<file path="src/rtl/pwm_evgen_pkg.sv">
package pwm_evgen_pkg;

  typedef enum logic [1:0] {
    MODE_UP   = 2'b00,
    MODE_DOWN = 2'b01,
    MODE_UPDN = 2'b10,
    MODE_UPD2 = 2'b11
  } cnt_mode_e;

  // strobes from the time-base control to the compare datapath
  typedef struct packed {
    logic      tick;
    logic      atZero;
    logic      atPrd;
    logic      dirUp;
    logic      loadNow;
    cnt_mode_e mode;
  } tb_strb_t;

  typedef struct packed {
    logic up;
    logic down;
  } cmp_evt_t;

endpackage

</file>
<file path="src/rtl/pwm_evgen_tbctl.sv">
module pwm_evgen_tbctl
  import pwm_evgen_pkg::*;
#(
  parameter int CNT_W = 16
) (
  input  logic             clk,
  input  logic             rstN,
  input  logic             tbEn,
  input  logic [1:0]       cntMode,
  input  logic [CNT_W-1:0] prdVal,
  input  logic             loadSel,
  output logic [CNT_W-1:0] cnt,
  output tb_strb_t         strb
);

  localparam logic [CNT_W-1:0] ZERO = '0;
  localparam logic [CNT_W-1:0] ONE  = CNT_W'(1);

  cnt_mode_e        mode;
  logic             dirReg;
  logic             nxtDir;
  logic [CNT_W-1:0] nxtCnt;
  logic             curDir;

  assign mode = cnt_mode_e'(cntMode);

  always_comb begin
    nxtCnt = cnt;
    nxtDir = dirReg;
    unique case (mode)
      MODE_UP: begin
        nxtCnt = (cnt >= prdVal) ? ZERO : cnt + ONE;
        nxtDir = 1'b1;
      end
      MODE_DOWN: begin
        nxtCnt = (cnt == ZERO) ? prdVal : cnt - ONE;
        nxtDir = 1'b0;
      end
      default: begin
        if (curDir) begin
          if (cnt >= prdVal) nxtCnt = (cnt == ZERO) ? ZERO : cnt - ONE;
          else               nxtCnt = cnt + ONE;
        end else begin
          if (cnt == ZERO)   nxtCnt = (prdVal == ZERO) ? ZERO : ONE;
          else               nxtCnt = cnt - ONE;
        end
        if (nxtCnt == ZERO)        nxtDir = 1'b1;
        else if (nxtCnt >= prdVal) nxtDir = 1'b0;
        else if (cnt >= prdVal)    nxtDir = 1'b0;
        else                       nxtDir = curDir;
      end
    endcase
  end

  always_ff @(posedge clk) begin
    if (!rstN) begin
      cnt    <= ZERO;
      dirReg <= 1'b1;
    end else if (tbEn) begin
      cnt    <= nxtCnt;
      dirReg <= nxtDir;
    end
  end

  always_comb begin
    unique case (mode)
      MODE_UP:   curDir = 1'b1;
      MODE_DOWN: curDir = 1'b0;
      default:   curDir = dirReg;
    endcase
  end

  always_comb begin
    strb.tick    = tbEn;
    strb.atZero  = tbEn && (cnt == ZERO);
    strb.atPrd   = tbEn && (cnt == prdVal);
    strb.dirUp   = curDir;
    strb.loadNow = loadSel ? strb.atPrd : strb.atZero;
    strb.mode    = mode;
  end

endmodule

</file>
<file path="src/rtl/pwm_evgen_cmpch.sv">
module pwm_evgen_cmpch
  import pwm_evgen_pkg::*;
#(
  parameter int CNT_W = 16
) (
  input  logic             clk,
  input  logic             rstN,
  input  tb_strb_t         strb,
  input  logic [CNT_W-1:0] cnt,
  input  logic [CNT_W-1:0] prdVal,
  input  logic             bypass,
  input  logic             wrEn,
  input  logic [CNT_W-1:0] wrData,
  output cmp_evt_t         evt
);

  logic [CNT_W-1:0] shadowReg;
  logic [CNT_W-1:0] activeReg;
  logic             atOrAbove;
  logic             above;
  logic             hit;

  always_ff @(posedge clk) begin
    if (!rstN) begin
      shadowReg <= '0;
      activeReg <= '0;
    end else begin
      if (wrEn) shadowReg <= wrData;
      if (wrEn && bypass)  activeReg <= wrData;
      else if (strb.loadNow) activeReg <= shadowReg;
    end
  end

  assign atOrAbove = (activeReg >= prdVal);
  assign above     = (activeReg > prdVal);
  assign hit       = (cnt == activeReg);

  always_comb begin
    evt = '0;
    if (strb.tick) begin
      unique case (strb.mode)
        MODE_UP: begin
          evt.up = hit && !above;
        end
        MODE_DOWN: begin
          evt.down = atOrAbove ? strb.atPrd : hit;
        end
        default: begin
          if (atOrAbove) begin
            evt.up   = strb.atPrd;
            evt.down = strb.atPrd;
          end else begin
            evt.up   = hit && strb.dirUp;
            evt.down = hit && !strb.dirUp;
          end
        end
      endcase
    end
  end

endmodule

</file>
<file path="src/rtl/pwm_evgen_cmpdp.sv">
module pwm_evgen_cmpdp
  import pwm_evgen_pkg::*;
#(
  parameter int CNT_W = 16,
  parameter int N_CMP = 2
) (
  input  logic             clk,
  input  logic             rstN,
  input  tb_strb_t         strb,
  input  logic [CNT_W-1:0] cnt,
  input  logic [CNT_W-1:0] prdVal,
  input  logic             bypass,
  input  logic [N_CMP-1:0] wrEn,
  input  logic [CNT_W-1:0] wrData [N_CMP],
  output cmp_evt_t         evt [N_CMP]
);

  for (genvar ch = 0; ch < N_CMP; ch++) begin : g_ch
    pwm_evgen_cmpch #(.CNT_W(CNT_W)) u_ch (
      .clk    (clk),
      .rstN   (rstN),
      .strb   (strb),
      .cnt    (cnt),
      .prdVal (prdVal),
      .bypass (bypass),
      .wrEn   (wrEn[ch]),
      .wrData (wrData[ch]),
      .evt    (evt[ch])
    );
  end

endmodule

</file>
<file path="src/rtl/pwm_cmp_evgen.sv">
module pwm_cmp_evgen
  import pwm_evgen_pkg::*;
#(
  parameter int CNT_W = 16
) (
  input  logic             clk,
  input  logic             rstN,
  input  logic             tbEn,
  input  logic [1:0]       cntMode,
  input  logic [CNT_W-1:0] prdVal,
  input  logic             loadSel,
  input  logic             shadowOff,
  input  logic             cmpAWr,
  input  logic [CNT_W-1:0] cmpAData,
  input  logic             cmpBWr,
  input  logic [CNT_W-1:0] cmpBData,
  output logic [CNT_W-1:0] cntVal,
  output logic             cntDir,
  output logic             evZero,
  output logic             evPrd,
  output logic             evCauA,
  output logic             evCadA,
  output logic             evCauB,
  output logic             evCadB
);

  localparam int N_CMP = 2;

  tb_strb_t         strb;
  logic [CNT_W-1:0] cnt;
  logic [CNT_W-1:0] wrData [N_CMP];
  cmp_evt_t         evt [N_CMP];

  pwm_evgen_tbctl #(.CNT_W(CNT_W)) u_ctl (
    .clk     (clk),
    .rstN    (rstN),
    .tbEn    (tbEn),
    .cntMode (cntMode),
    .prdVal  (prdVal),
    .loadSel (loadSel),
    .cnt     (cnt),
    .strb    (strb)
  );

  assign wrData[0] = cmpAData;
  assign wrData[1] = cmpBData;

  pwm_evgen_cmpdp #(.CNT_W(CNT_W), .N_CMP(N_CMP)) u_dp (
    .clk    (clk),
    .rstN   (rstN),
    .strb   (strb),
    .cnt    (cnt),
    .prdVal (prdVal),
    .bypass (shadowOff),
    .wrEn   ({cmpBWr, cmpAWr}),
    .wrData (wrData),
    .evt    (evt)
  );

  assign cntVal = cnt;
  assign cntDir = strb.dirUp;
  assign evZero = strb.atZero;
  assign evPrd  = strb.atPrd;
  assign evCauA = evt[0].up;
  assign evCadA = evt[0].down;
  assign evCauB = evt[1].up;
  assign evCadB = evt[1].down;

endmodule

</file>
<file path="config.mk">
export PLATFORM = sky130hd
export DESIGN_NAME = pwm_cmp_evgen
export DESIGN_NICKNAME = d
export VERILOG_FILES = /design/src/rtl/pwm_evgen_pkg.sv /design/src/rtl/pwm_evgen_tbctl.sv /design/src/rtl/pwm_evgen_cmpch.sv /design/src/rtl/pwm_evgen_cmpdp.sv /design/src/rtl/pwm_cmp_evgen.sv
export SDC_FILE = /design/constraint.sdc
export NUM_CORES = 1
export LEC_CHECK = 0
export BUFFER_PORTS_ARGS = -buffer_cell sky130_fd_sc_hd__buf_2
export CAP_MARGIN = 20
export CORE_ASPECT_RATIO = 0.7
export CORE_MARGIN = 3
export CORE_UTILIZATION = 53
export CTS_BUF_LIST = sky130_fd_sc_hd__clkbuf_8
export CTS_CLUSTER_DIAMETER = 120
export CTS_CLUSTER_SIZE = 20
export DETAILED_ROUTE_END_ITERATION = 6
export HOLD_SLACK_MARGIN = 0.03
export PLACE_DENSITY = 0.73
export SETUP_SLACK_MARGIN = 0.4
export SLEW_MARGIN = 0
export SYNTH_ARGS = -nofsm -noshare
export SYNTH_HDL_FRONTEND = slang
export SYNTH_HIERARCHICAL = 1
export SYNTH_SLANG_ARGS = --single-unit
export TNS_END_PERCENT = 30
</file>
<file path="constraint.sdc">
create_clock -name clk -period 4.2 [get_ports clk]
set_input_delay 0.21 -clock clk [delete_from_list [all_inputs] [get_ports clk]]
set_output_delay 0.21 -clock clk [all_outputs]
set_load 0.02 [all_outputs]
</file>
Word-level counts from Yosys, hierarchy flattened

Cells that the tools add are included.

Bits in registers: 81
Input bits: 57
Output and inout bits: 23
Word-level logic and storage cells: 67

$add $sub $neg: 2
Order comparisons: 6
Equal/unequal tests: 4
Mux-type cells: 29
Reduce and logical (&&, ||, !) cells: 20

Operator list:

| kind                                                                 | number |
|---|---|
| 16-bit two-way mux                                                   | 11 |
| 16-bit >= comparator                                                 | 4 |
| 16-bit == test                                                       | 3 |
| 16-bit logical NOT                                                   | 3 |
| 16-bit greater-than comparator                                       | 2 |
| 16-bit one-hot mux with 2 select lines                               | 1 |
| 16-bit by 1-bit adder with 16-bit output, second input constant      | 1 |
| 16-bit by 1-bit subtractor with 16-bit output, second input constant | 1 |
| 1-bit one-hot mux with 2 select lines                                | 6 |
| 1-bit logical AND                                                    | 10 |
| 2-bit two-way mux                                                    | 4 |
| 1-bit two-way mux                                                    | 7 |
| 2-bit nonzero test                                                   | 2 |
| 1-bit logical NOT                                                    | 3 |
| 2-bit by 1-bit == test with 1-bit output, second input constant      | 1 |
| 2-bit logical NOT                                                    | 1 |
| 2-bit OR reduction                                                   | 1 |

Longest topological paths before layout

Depth in word-level cells: 9
Mapped depth: 21
Gate-level depth less buffers: 19

Hierarchy

Netlist, hierarchy kept.

By module, submodules not included:

| module          | times used | cells an instance | area an instance (um^2) | sequential area each (um^2) |
|---|---|---|---|---|
| pwm_evgen_cmpch | 2          | 216               | 2045.7                  | 640.6 |
| pwm_evgen_tbctl | 1          | 415               | 2829.0                  | 340.3 |

Least setup slack after synthesis

Ideal clock, no wire load.

Path kind: reg2reg
From: register u_ctl.cnt[7]
To: register u_ctl.dirReg
Setup time: 0.059 ns
Arrival time: 3.867 ns
Required time: 4.141 ns
Path slack: 0.274 ns
Stages on the path, launching flop included: 19
Path buffers: 2
Clock period less this slack: 3.926 ns
Cell sequence: dfxtp_1 ha_1 a21oi_1 o21ai_0 o2bb2ai_1 or4_1 clkbuf_1 clkbuf_1 o211ai_1 o311ai_1 ha_1 nand4_1 nor2_1 a2111oi_0 o21ai_0 a31oi_1 a21oi_1 o21ai_0 a31o_1

Longest elaborated chain between the ends: 9
Elaborated cells on any way between the ends: 15
Classes of those cells: add/sub: 2; order compare: 2; mux: 9; reduce/logical: 2

RTL lines:

| item                                                                                | line                                                                | text |
|---|---|---|
| start: declaration                                                                  | pwm_evgen_tbctl.sv:12                                               | `output logic [CNT_W-1:0] cnt,` |
| start signal: assignment                                                            | pwm_evgen_tbctl.sv:60                                               | `cnt <= nxtCnt;` |
| 16-bit by 1-bit subtractor with 16-bit output or 16-bit logical NOT (tied branches) | pwm_evgen_tbctl.sv:41, pwm_evgen_tbctl.sv:45, pwm_evgen_tbctl.sv:44 |  |
| 16-bit two-way mux (2 in a row)                                                     | pwm_evgen_tbctl.sv:41                                               | `if (cnt >= prdVal) nxtCnt = (cnt == ZERO) ? ZERO : cnt - ONE;` |
| 16-bit two-way mux                                                                  | pwm_evgen_tbctl.sv:40                                               | `if (curDir) begin` |
| 16-bit two-way mux                                                                  | pwm_evgen_tbctl.sv:30                                               | `unique case (mode)` |
| 16-bit >= comparator                                                                | pwm_evgen_tbctl.sv:48                                               | `else if (nxtCnt >= prdVal) nxtDir = 1'b0;` |
| 1-bit two-way mux                                                                   | pwm_evgen_tbctl.sv:48                                               |  |
| 1-bit two-way mux (*)                                                               | pwm_evgen_tbctl.sv:47                                               | `if (nxtCnt == ZERO) nxtDir = 1'b1;` |
| 1-bit one-hot mux with 2 select lines (*)                                           | pwm_evgen_tbctl.sv:30                                               |  |
| end signal: assignment                                                              | pwm_evgen_tbctl.sv:61                                               | `dirReg <= nxtDir;` |
| end: declaration                                                                    | pwm_evgen_tbctl.sv:20                                               | `logic dirReg;` |

Every way passes the cells marked *; elsewhere a longest branch is shown, timed or not. The select of a mux whose other input is x is not followed.
A chain may end at the register's enable or synchronous reset.

Worst setup path after layout

From: register u_ctl.cnt[6]
To: register u_ctl.dirReg

The elaborated chain is that of the path after synthesis.

==> summary.txt <==
Synthesis
  • Synth warn: 6
  • Syn_area_per_cell: 8.17 um^2
  • Post-synth EDFFs: 0
  • Synth unique cells: 66
  • Mapped Nets: about 970
  • Sequential area share after synthesis: 0.234
  • Top area cells in the synthesized netlist: dfxtp_1 23%, ha_1 12%, mux2i_1 10%
  • Post-synth top area share: 0.234
  • Asr flop ratio synth: 0
  • Synth Flop Type: dfxtp_1
  • #FFs+latches synth: between 80 and 90
  • Gate Count Post-Synth: roughly 850
  • Area leader, netlist: dfxtp_1
  • Synth Cell Area: approximately 6900 um^2

Flow run
  • Max_cap viols: 0

Clocking
  • CTS Sinks: slightly above 80
  • Root Buffer: clkbuf_8
  • Later-pin clock latency in the skew report: about 0.37 ns
  • Htree depth: 3
  • Clk slew on worst S/H paths: roughly 0.11 ns
  • Max clock buf depth: 2
  • TritonCTS buffer count: 9
  • CTS tree: yes

Global route
  • Via count of the first global-routing pass: about 6000
  • Pin count of the biggest net entering global routing: 82
  • Global Route Usage Sum: 0.302
  • First-pass GRT wire length: around 34000 um
  • Initial antenna violation count: 0
  • GRT overflow: 0

Timing
  • Final Hold Viols: 0
  • Fin crit share: 0.901
  • Pin slew with the least headroom to its limit: between 1 and 1.5 ns
  • Minimum clock period after layout: ~3.8 ns
  • RSZ-0062 raised after global routing: no
  • Clock skew: just over 0.02 ns
  • Slew Viols, Final: 0
  • Finish-stage setup viols: 0
  • Max Clock Freq: 0.264 GHz
  • Relative slew slack: 0.330
  • Worst hold margin: ~0.096 ns
  • Setup_tns: 0 ns

Cells and area
  • Design area: between 8000 and 9000 um^2
  • Most common cell after layout, fill and taps aside: nand2_1
  • Filler cell count: between 1000 and 1500
  • Layout Cells excl Fill: ~1100
  • Most frequent cells in the layout: 85 x nand2_1, 79 x buf_2, 70 x mux2i_1
  • Final Net Count: 1070
  • Layout cells sized above 1: 0.258
  • Antenna cells: 0
  • Area grow syn2layout: 19.3%

Worst setup path
  • Worst path slowest cell: or4_4
  • CP cell instances: ha_1 -> nand4_1 -> nor3_2 -> o31a_1 -> or4_4 -> buf_8 -> buf_4 -> a311oi_2 -> a21oi_2 -> ha_1 -> nand4_1 -> nor2_2 -> a2111oi_4 -> o21ai_1 -> a31oi_1 -> a21oi_1 -> o21ai_1 -> a31o_1
  • CP top delay family: compound AO/OA/AOI/OAI gates
  • Critical Path Max Stage Delay: around 0.55 ns
  • Worst EP required: about 4.5 ns
  • Startpoint types: flip-flop
  • Worst Setup Path Type: flip-flop to flip-flop
  • Setup crit end kind: flip-flop
  • Buf/Inv on CP: 2
  • Crit-path max FO: 5
  • Arr. time, crit path: 4.10 ns

Place
  • Placed Cells incl. Taps: roughly 1100
  • Global placement routability congestion: between 1 and 1.5
  • Post-place instance area: between 7000 and 8000 um^2
  • PortBufs: 79
  • Hpwl dp: 16200 um

Floorplan
  • Number of I/O pins: 80
  • Initial Util: 0.550
  • Core area: 12600 um^2
  • Die area: 14500 um^2
  • Chip height: slightly above 100 um
  • DIE WIDTH: ~140 um
  • Num rows: 34

Power
  • P per Cell Area: about 300 nW/um^2
  • Peak supply drop: between 0.15 and 0.2 mV
  • Leak pwr: roughly 4.0 nW

Route
  • Initial DRC Count: approximately 800
  • Via count: approximately 7000
  • DR pass1 iterations: 6
  • DRC Markers: 0
  • Drt total wl: around 23000 um
  • Post-route ant nets: 0
  • Routed vias/inst: ~6.2
  • Wirelength per Cell: just over 20 um

Outcome
  • Status: finished, final reports clean

Min path
  • Hold Path Class: input pin to flip-flop
[path summary, 6_finish.rpt]
path | startpoint | to | slack (ns) | cells past startpoint
worst max register to register | u_ctl/cnt[6]$_SDFFE_PN0P_ | u_ctl/dirReg$_SDFFE_PN1P_ | 0.41 | 18
worst max-delay path | u_ctl/cnt[6]$_SDFFE_PN0P_ | u_ctl/dirReg$_SDFFE_PN1P_ | 0.41 | 18
worst min-delay path | cmpBData[14] | u_dp/g_ch[1].u_ch/activeReg[14]$_SDFFE_PN0P_ | 0.1 | 2
worst min register to register | u_dp/g_ch[0].u_ch/shadowReg[6]$_SDFFE_PN0P_ | u_dp/g_ch[0].u_ch/shadowReg[6]$_SDFFE_PN0P_ | 0.52 | 2
[sequential cells by signal, summed over array words and instances, names as in the netlist]
register	count
u_ctl/dirReg	1
u_ctl/cnt	16
u_dp/g_ch.u_ch/activeReg	32
u_dp/g_ch.u_ch/shadowReg	32
[kinds of logic after synthesis]
logic type      synth area share
simple gates               0.207
mux                        0.106
xor+xnor                  0.0696
flops                      0.234
buf+inv                   0.0669
compound gates             0.195
fa+ha+maj                  0.121
[worst register-to-register path, cell delays in order (launching register included)]
cell	delay [ns]
dfxtp_2	0.36
ha_1	0.31
nand4_1	0.21
nor3_2	0.09
o31a_1	0.13
or4_4	0.55
buf_8	0.15
buf_4	0.14
a311oi_2	0.30
a21oi_2	0.09
ha_1	0.30
nand4_1	0.11
nor2_2	0.08
a2111oi_4	0.29
o21ai_1	0.11
a31oi_1	0.17
a21oi_1	0.09
o21ai_1	0.14
a31o_1	0.11
[cell usage after synthesis, drive strengths merged, types with 22 or more instances]
| master | count |
|---|---|
| o21ai | 38 |
| nand2 | 88 |
| ha | 67 |
| buf | 25 |
| xnor2 | 45 |
| mux2i | 72 |
| nor2 | 49 |
| a21oi | 50 |
| nor2b | 38 |
| o211a | 32 |
| nand4 | 22 |
| dfxtp | 81 |
| clkbuf | 29 |
| inv | 57 |
[repair_timing]
item                                   4_1_cts  5_1_grt
pin swaps                                    1       24
buffers inserted                             8       19
setup endpoints to repair                    1        1
hold buffers                                 0        0
endpoints found under the hold margin        0        0
gates resized for setup                     12       58
[final cells by class]
type / instances / area [um^2] / share of cell area
sequential: 81 / 1660 / 0.201
clock inverter: 7 / 78.8 / 0.00955
multi-input combinational: 655 / 5060 / 0.613
inverter: 57 / 216 / 0.0262
clock buffer: 9 / 124 / 0.0150
tap: 162 / 203 / 0.0246
timing repair buffer: 142 / 920 / 0.111
[routing by layer]
layer  GRT usage  vias up  share of wire
li1            -     3228              -
met1       0.454     3197           0.46
met2       0.412      416           0.39
met3      0.0944       56           0.13
met4      0.0782        0          0.024
met5           0        -              0
[where the power goes]
group | internal [mW] | switching [mW]
registers | 0.823 | 0.0591
clock network | 0.281 | 0.329
logic | 0.423 | 0.563
[through the flow]
stage               setup WS (ns)   util  total power, mW
floorplan                   0.402      -             1.46
global placement            0.206  0.600             1.73
detailed placement          0.153  0.600             1.73
CTS                         0.405  0.623             2.36
global route                0.341  0.656             2.60
finish                      0.414  0.656             2.48
(Power assumes the default switching activity.)
